## config.mk

```make
export PLATFORM = sky130hd
export DESIGN_NAME = pswallow_ctrl
export DESIGN_NICKNAME = d
export VERILOG_FILES = /design/src/rtl/pswallow_pkg.sv /design/src/rtl/pswallow_edge.sv /design/src/rtl/pswallow_counter.sv /design/src/rtl/pswallow_cfg.sv /design/src/rtl/pswallow_ctrl.sv
export SDC_FILE = /design/constraint.sdc
export NUM_CORES = 1
export LEC_CHECK = 0
export ABC_AREA = 0
export BUFFER_PORTS_ARGS = -buffer_cell sky130_fd_sc_hd__buf_2
export CAP_MARGIN = 20
export CORE_MARGIN = 4
export CORE_UTILIZATION = 40
export CTS_CLUSTER_DIAMETER = 40
export CTS_CLUSTER_SIZE = 28
export DETAILED_ROUTE_END_ITERATION = 7
export PLACE_DENSITY = 0.69
export SLEW_MARGIN = 10
export SYNTH_ARGS = -nofsm -noshare
export SYNTH_HDL_FRONTEND = slang
export SYNTH_SLANG_ARGS = --single-unit
```

## constraint.sdc

```tcl
create_clock -name clk -period 3 [get_ports clk]
set_input_delay 0.3 -clock clk [delete_from_list [all_inputs] [get_ports clk]]
set_output_delay 0.3 -clock clk [all_outputs]
set_load 0.1 [all_outputs]
```

## src/rtl/pswallow_pkg.sv

```systemverilog
// Shared constants and types for the pulse-swallow divider control.
// Assumes: the consumer agrees that mod_sel low means the larger ratio.
package pswallow_pkg;

    // Smallest main-counter preset that still gives a proper cycle.
    localparam int MAIN_MIN_DEFAULT = 3;

    // Encoding of the prescaler ratio request.
    typedef enum logic {
        RATIO_LARGE = 1'b0,
        RATIO_SMALL = 1'b1
    } ratio_e;

endpackage

```

## src/rtl/pswallow_edge.sv

```systemverilog
// Brings the asynchronous prescaler output into the clk domain and emits a
// one-clock event for each rising edge.
// Assumes: STAGES >= 1 and input phases of at least one clk period.
module pswallow_edge #(
    parameter int STAGES = 2
) (
    input  logic clk,
    input  logic rst_n,
    input  logic din,
    output logic evt
);

    logic [STAGES-1:0] sync_q;
    logic              prev_q;

    generate
        if (STAGES == 1) begin : g_single
            // Single sampling flop.
            always_ff @(posedge clk) begin
                if (!rst_n) sync_q <= '0;
                else        sync_q <= din;
            end
        end else begin : g_chain
            // Shift the input through the synchronizer chain.
            always_ff @(posedge clk) begin
                if (!rst_n) sync_q <= '0;
                else        sync_q <= {sync_q[STAGES-2:0], din};
            end
        end
    endgenerate

    // Remember the previous synchronized level for edge detection.
    always_ff @(posedge clk) begin
        if (!rst_n) prev_q <= 1'b0;
        else        prev_q <= sync_q[STAGES-1];
    end

    assign evt = sync_q[STAGES-1] & ~prev_q;

    AST_EVT_SPACED: assert property (@(posedge clk) disable iff (!rst_n)
        evt |=> !evt);

endmodule

```

## src/rtl/pswallow_counter.sv

```systemverilog
// Loadable down-counter. HOLD_AT_ZERO=1 parks the count at zero, so that
// further decrements are ignored; HOLD_AT_ZERO=0 lets it wrap.
// Assumes: load takes priority over dec.
module pswallow_counter #(
    parameter int W            = 8,
    parameter bit HOLD_AT_ZERO = 1'b1
) (
    input  logic         clk,
    input  logic         rst_n,
    input  logic         load,
    input  logic [W-1:0] load_val,
    input  logic         dec,
    output logic [W-1:0] cnt,
    output logic         zero
);

    logic dec_ok;

    generate
        if (HOLD_AT_ZERO) begin : g_hold
            assign dec_ok = dec && (cnt != '0);
        end else begin : g_wrap
            assign dec_ok = dec;
        end
    endgenerate

    // Load, step down, or keep the count.
    always_ff @(posedge clk) begin
        if (!rst_n)      cnt <= '0;
        else if (load)   cnt <= load_val;
        else if (dec_ok) cnt <= cnt - W'(1);
    end

    assign zero = (cnt == '0);

    AST_IDLE_STABLE: assert property (@(posedge clk) disable iff (!rst_n)
        (!load && !dec) |=> $stable(cnt));

    AST_DEC_STEP: assert property (@(posedge clk) disable iff (!rst_n)
        (dec && !load && cnt != '0) |=> (cnt == $past(cnt) - W'(1)));

    generate
        if (HOLD_AT_ZERO) begin : g_hold_chk
            AST_PARK_ZERO: assert property (@(posedge clk) disable iff (!rst_n)
                (zero && !load) |=> zero);
        end
    endgenerate

endmodule

```

## src/rtl/pswallow_cfg.sv

```systemverilog
// Registers a flag for preset pairs that cannot produce a valid swallow
// sequence: swallow preset above main preset, or main preset below MAIN_MIN.
// Assumes: presets are static or slowly changing latch values.
module pswallow_cfg #(
    parameter int A_W      = 7,
    parameter int N_W      = 10,
    parameter int MAIN_MIN = 3
) (
    input  logic           clk,
    input  logic           rst_n,
    input  logic [A_W-1:0] a_val,
    input  logic [N_W-1:0] n_val,
    output logic           bad
);

    localparam int CW = (A_W > N_W) ? A_W : N_W;

    logic [CW-1:0] a_ext;
    logic [CW-1:0] n_ext;
    logic          too_small;
    logic          a_over;

    assign a_ext     = CW'(a_val);
    assign n_ext     = CW'(n_val);
    assign too_small = (n_ext < CW'(MAIN_MIN));
    assign a_over    = (a_ext > n_ext);

    // Register the combined validity result.
    always_ff @(posedge clk) begin
        if (!rst_n) bad <= 1'b0;
        else        bad <= too_small | a_over;
    end

    AST_BAD_SMALL: assert property (@(posedge clk) disable iff (!rst_n)
        (n_val < N_W'(MAIN_MIN)) |=> bad);

endmodule

```

## src/rtl/pswallow_ctrl.sv

```systemverilog
// Pulse-swallow control for a dual-modulus prescaler: a swallow counter
// and a main counter that share one count event, a ratio request and a
// divided-output pulse.
// Assumes: presc_in phases last at least one clk period; presets are read
// only at reload.
module pswallow_ctrl
    import pswallow_pkg::*;
#(
    parameter int A_W         = 7,
    parameter int N_W         = 10,
    parameter int SYNC_STAGES = 2,
    parameter int MAIN_MIN    = MAIN_MIN_DEFAULT
) (
    input  logic           clk,
    input  logic           rst_n,
    input  logic           presc_in,
    input  logic [A_W-1:0] swallow_val,
    input  logic [N_W-1:0] main_val,
    output logic           mod_sel,
    output logic           div_out,
    output logic           cfg_bad
);

    logic           evt;
    logic           n_last;
    logic           reload;
    logic           step;
    logic [A_W-1:0] a_cnt;
    logic [N_W-1:0] n_cnt;
    logic           a_zero;
    logic           n_zero;
    ratio_e         ratio;

    pswallow_edge #(
        .STAGES(SYNC_STAGES)
    ) edge_i (
        .clk  (clk),
        .rst_n(rst_n),
        .din  (presc_in),
        .evt  (evt)
    );

    // Main counter at one or zero ends the cycle on the next event.
    assign n_last = (n_cnt <= N_W'(1));
    assign reload = evt & n_last;
    assign step   = evt & ~n_last;

    pswallow_counter #(
        .W           (A_W),
        .HOLD_AT_ZERO(1'b1)
    ) swallow_i (
        .clk     (clk),
        .rst_n   (rst_n),
        .load    (reload),
        .load_val(swallow_val),
        .dec     (step),
        .cnt     (a_cnt),
        .zero    (a_zero)
    );

    pswallow_counter #(
        .W           (N_W),
        .HOLD_AT_ZERO(1'b0)
    ) main_i (
        .clk     (clk),
        .rst_n   (rst_n),
        .load    (reload),
        .load_val(main_val),
        .dec     (step),
        .cnt     (n_cnt),
        .zero    (n_zero)
    );

    pswallow_cfg #(
        .A_W     (A_W),
        .N_W     (N_W),
        .MAIN_MIN(MAIN_MIN)
    ) cfg_i (
        .clk  (clk),
        .rst_n(rst_n),
        .a_val(swallow_val),
        .n_val(main_val),
        .bad  (cfg_bad)
    );

    // Ratio request follows the swallow counter state.
    assign ratio   = a_zero ? RATIO_SMALL : RATIO_LARGE;
    assign mod_sel = ratio;

    // One-clock divided output on each reload.
    always_ff @(posedge clk) begin
        if (!rst_n) div_out <= 1'b0;
        else        div_out <= reload;
    end

    AST_PULSE_SINGLE: assert property (@(posedge clk) disable iff (!rst_n)
        div_out |=> !div_out);

    AST_RELOAD_MAIN: assert property (@(posedge clk) disable iff (!rst_n)
        reload |=> (n_cnt == $past(main_val)) && div_out);

    AST_RELOAD_RATIO: assert property (@(posedge clk) disable iff (!rst_n)
        (reload && swallow_val != '0) |=> !mod_sel);

    AST_MAIN_NOT_ZERO_MIDCYCLE: assert property (@(posedge clk) disable iff (!rst_n)
        (step && !n_zero) |=> !n_zero);

endmodule

```

==> out/qor.csv <==
metric;value;unit
Internal;460;uW
Synth top area share;0.317;
CTS H-Tree Depth;1;
CP cell instances;inv_1 > ha_1 > or4b_2 > nor3_2 > buf_2;
FMAX;395;MHz
clk buf depth;2;
Min Hold Slack;194;ps
P&R area growth vs syn;14.0;%
DP HPWL;2.65;mm
nets;226;
Max-slew headroom;0.577;
CTS root buffer;clkbuf_4;
first-pass GRT wire length;5.78;mm
CORE AREA;0.00334;mm2
Post-synth EDFFs;0;
R2R cell count;6;
DR vias/cell;5.61;
WHS Endpoint;edge_i.sync_q[0]$_SDFF_PN0_;
Synth Net Count;202;
RSZ-0062 raised after global routing;false;
DIE WIDTH;67.0;um
Avg Inst Size Synth;8.08;um2
Sw Pwr;272;uW
Max Transition Viols Final;0;
Routed WL;3.43;mm
WP buf/inv;2;
Clk Latency, worst-skew pair;300;ps
clock share of power;0.178;
CP top delay family;simple AND/OR/NAND/NOR gates;
maxcap violations;0;
Routed Antenna Nets;0;
Worst VDD drop;0.253;mV
Fin Setup TNS;0;ps
Worst Max-Slew Pin Slew;633;ps
sw frac;0.371;
Pwr Density;462;mW/mm2
P_leak;0.000652;uW
largest cells by area after synthesis;dfxtp_1, ha_1, o21ai_0;
Remaining Overflow, GRT;0;
First-pass DRT Iterations;4;
CP arrival;2230;ps
period utilization;0.845;
Syn Inst Count;172;
WL per Instance;14.3;um
CP endpoint kind;output port;
layout cells sized above 1;0.196;
Hold Crit Depth;2;
HP Start;presc_in;
footprint of the multi-input gates;886;um2
post-synth top area cell;dfxtp_1;
Placer Congestion;0.834;
reg2reg start;main_i.cnt[0]$_SDFFE_PN0P_;
crit path time final;2530;ps
Async S/R FF share, synth;0;
main flop type after synthesis;dfxtp_1;
vias in the first global route;1243;
flop-to-flop setup slack;1040;ps
Hold Buf Count CTS;0;
pin count of the biggest net entering global routing;21;
sequential cell area;440;um2
number of synthesized register bits;22;
RR Endpoint;main_i.cnt[4]$_SDFFE_PN0P_;
Sequential Power Share;0.459;
Hold Crit Class;input pin to flip-flop;
post-route cell area;0.00158;mm2
logic gate share of total power;0.362;
Hold Fails Final Rpt;0;
yosys warns;0;
status;complete, no violations;
initial drt markers;62;
clock sink count;22;
Yosys cell types;46;
Ports;23;
Placed Area;0.00156;mm2
global-route usage over all layers;0.168;
startpoint types;flip-flop;
CTS tree;built;
antenna fix cells;0;
std cell rows;21;
most frequent cells in the layout;dfxtp_1, buf_2, o21ai_0, inv_1, nand2_1;
CP peak stage delay;620;ps
initial antenna violation count;0;
Critical path origin;swallow_i.cnt[0]$_SDFFE_PN0P_;
WS Path Type;flip-flop to output port;
TritonCTS Buffers;3;
DRC errors left;0;
# resized after CTS;0;
sequential area share after synthesis;0.317;
Die Height;67.0;um
WP data required;2700;ps
Filler Cell Count;348;
initial core utilization;0.417;
Port-buffer cells;22;
cell at the slowest stage of the critical path;or4b_2;
Max FO, Critical Path;4;
Mapped Area;0.00139;mm2
DIE AREA;0.00448;mm2
Worst-path clk slew;110;ps
clk_skew;3.81;ps
Post-CTS Setup Bufs;0;
setup violators final;0;
Vias;1347;
## flip-flops by register name, summed over array words and instances, names as in the netlist
name,count
cfg_i.bad,1
div_out,1
edge_i.prev_q,1
edge_i.sync_q,2
main_i.cnt,10
swallow_i.cnt,7
## cell type report
class | instances | share of cell area
sequential | 22 | 0.278
clock buffer | 3 | 0.0142
timing repair buffer | 25 | 0.0837
inverter | 12 | 0.0284
tap | 46 | 0.0363
multi-input combinational | 132 | 0.559
## stage by stage
step / cells / worst slack (ps) / util / total power, uW
after floorplan: 172 / 154 / - / 541
after global placement: 237 / 849 / 0.468 / 604
after detailed placement: 237 / 828 / 0.468 / 604
after CTS: 240 / 474 / 0.475 / 737
after global routing: 240 / 328 / 0.475 / 787
final: 240 / 466 / 0.475 / 732
## synth_stat cells (2+ instances only)
| cell | instances |
|---|---|
| a31oi_1 | 9 |
| nor4_1 | 3 |
| nand3b_1 | 2 |
| mux2i_1 | 2 |
| or4_1 | 3 |
| nand3_1 | 9 |
| nand2b_1 | 7 |
| nor3_1 | 4 |
| or3_1 | 3 |
| clkbuf_1 | 5 |
| nor2_1 | 8 |
| and2_1 | 3 |
| nand2_1 | 11 |
| o211ai_1 | 2 |
| a32oi_1 | 2 |
| inv_1 | 12 |
| dfxtp_1 | 22 |
| nor4b_1 | 2 |
| o22ai_1 | 2 |
| o21ai_0 | 15 |
| a21oi_1 | 7 |
| ha_1 | 10 |
| or2_2 | 3 |
| nor2b_1 | 2 |
| nand4_1 | 3 |
## power by group through the flow
stage	Combinational, uW	Clock, uW	Sequential, uW
2_1_floorplan	200	0	341
3_3_place_gp	262	0	342
3_5_place_dp	262	0	342
4_1_cts	264	138	335
5_1_grt	293	154	340
6_report	265	131	336
## per-layer routing
layer / vias up / wire, um / global-route usage
met4: 0 / 42 / 0.0582
li1: 691 / - / -
met3: 4 / 264 / 0.0236
met2: 38 / 1480 / 0.251
met5: - / 0 / 0
met1: 614 / 1640 / 0.242
## how the worst max path moves through the flow
stage / end / slack [ps] / cells after the start
4_1_cts: mod_sel / 470 / 5
6_report: mod_sel / 470 / 5
5_1_grt: mod_sel / 330 / 5
2_1_floorplan: swallow_i.cnt[1]$_SDFFE_PN0P_ / 150 / 6
3_5_place_dp: mod_sel / 830 / 5
3_3_place_gp: mod_sel / 850 / 5
## cell families after synthesis
group | count (synthesis) | synth area share
XOR/XNOR | 1 | 0.00630
flip-flops | 22 | 0.317
adder cells (fa/ha/maj) | 10 | 0.0900
AO/OA/AOI/OAI | 48 | 0.221
multiplexers | 2 | 0.0144
buffers and inverters | 18 | 0.0495
AND/OR/NAND/NOR | 71 | 0.302
No activity file was read; power rests on OpenSTA's default activity.
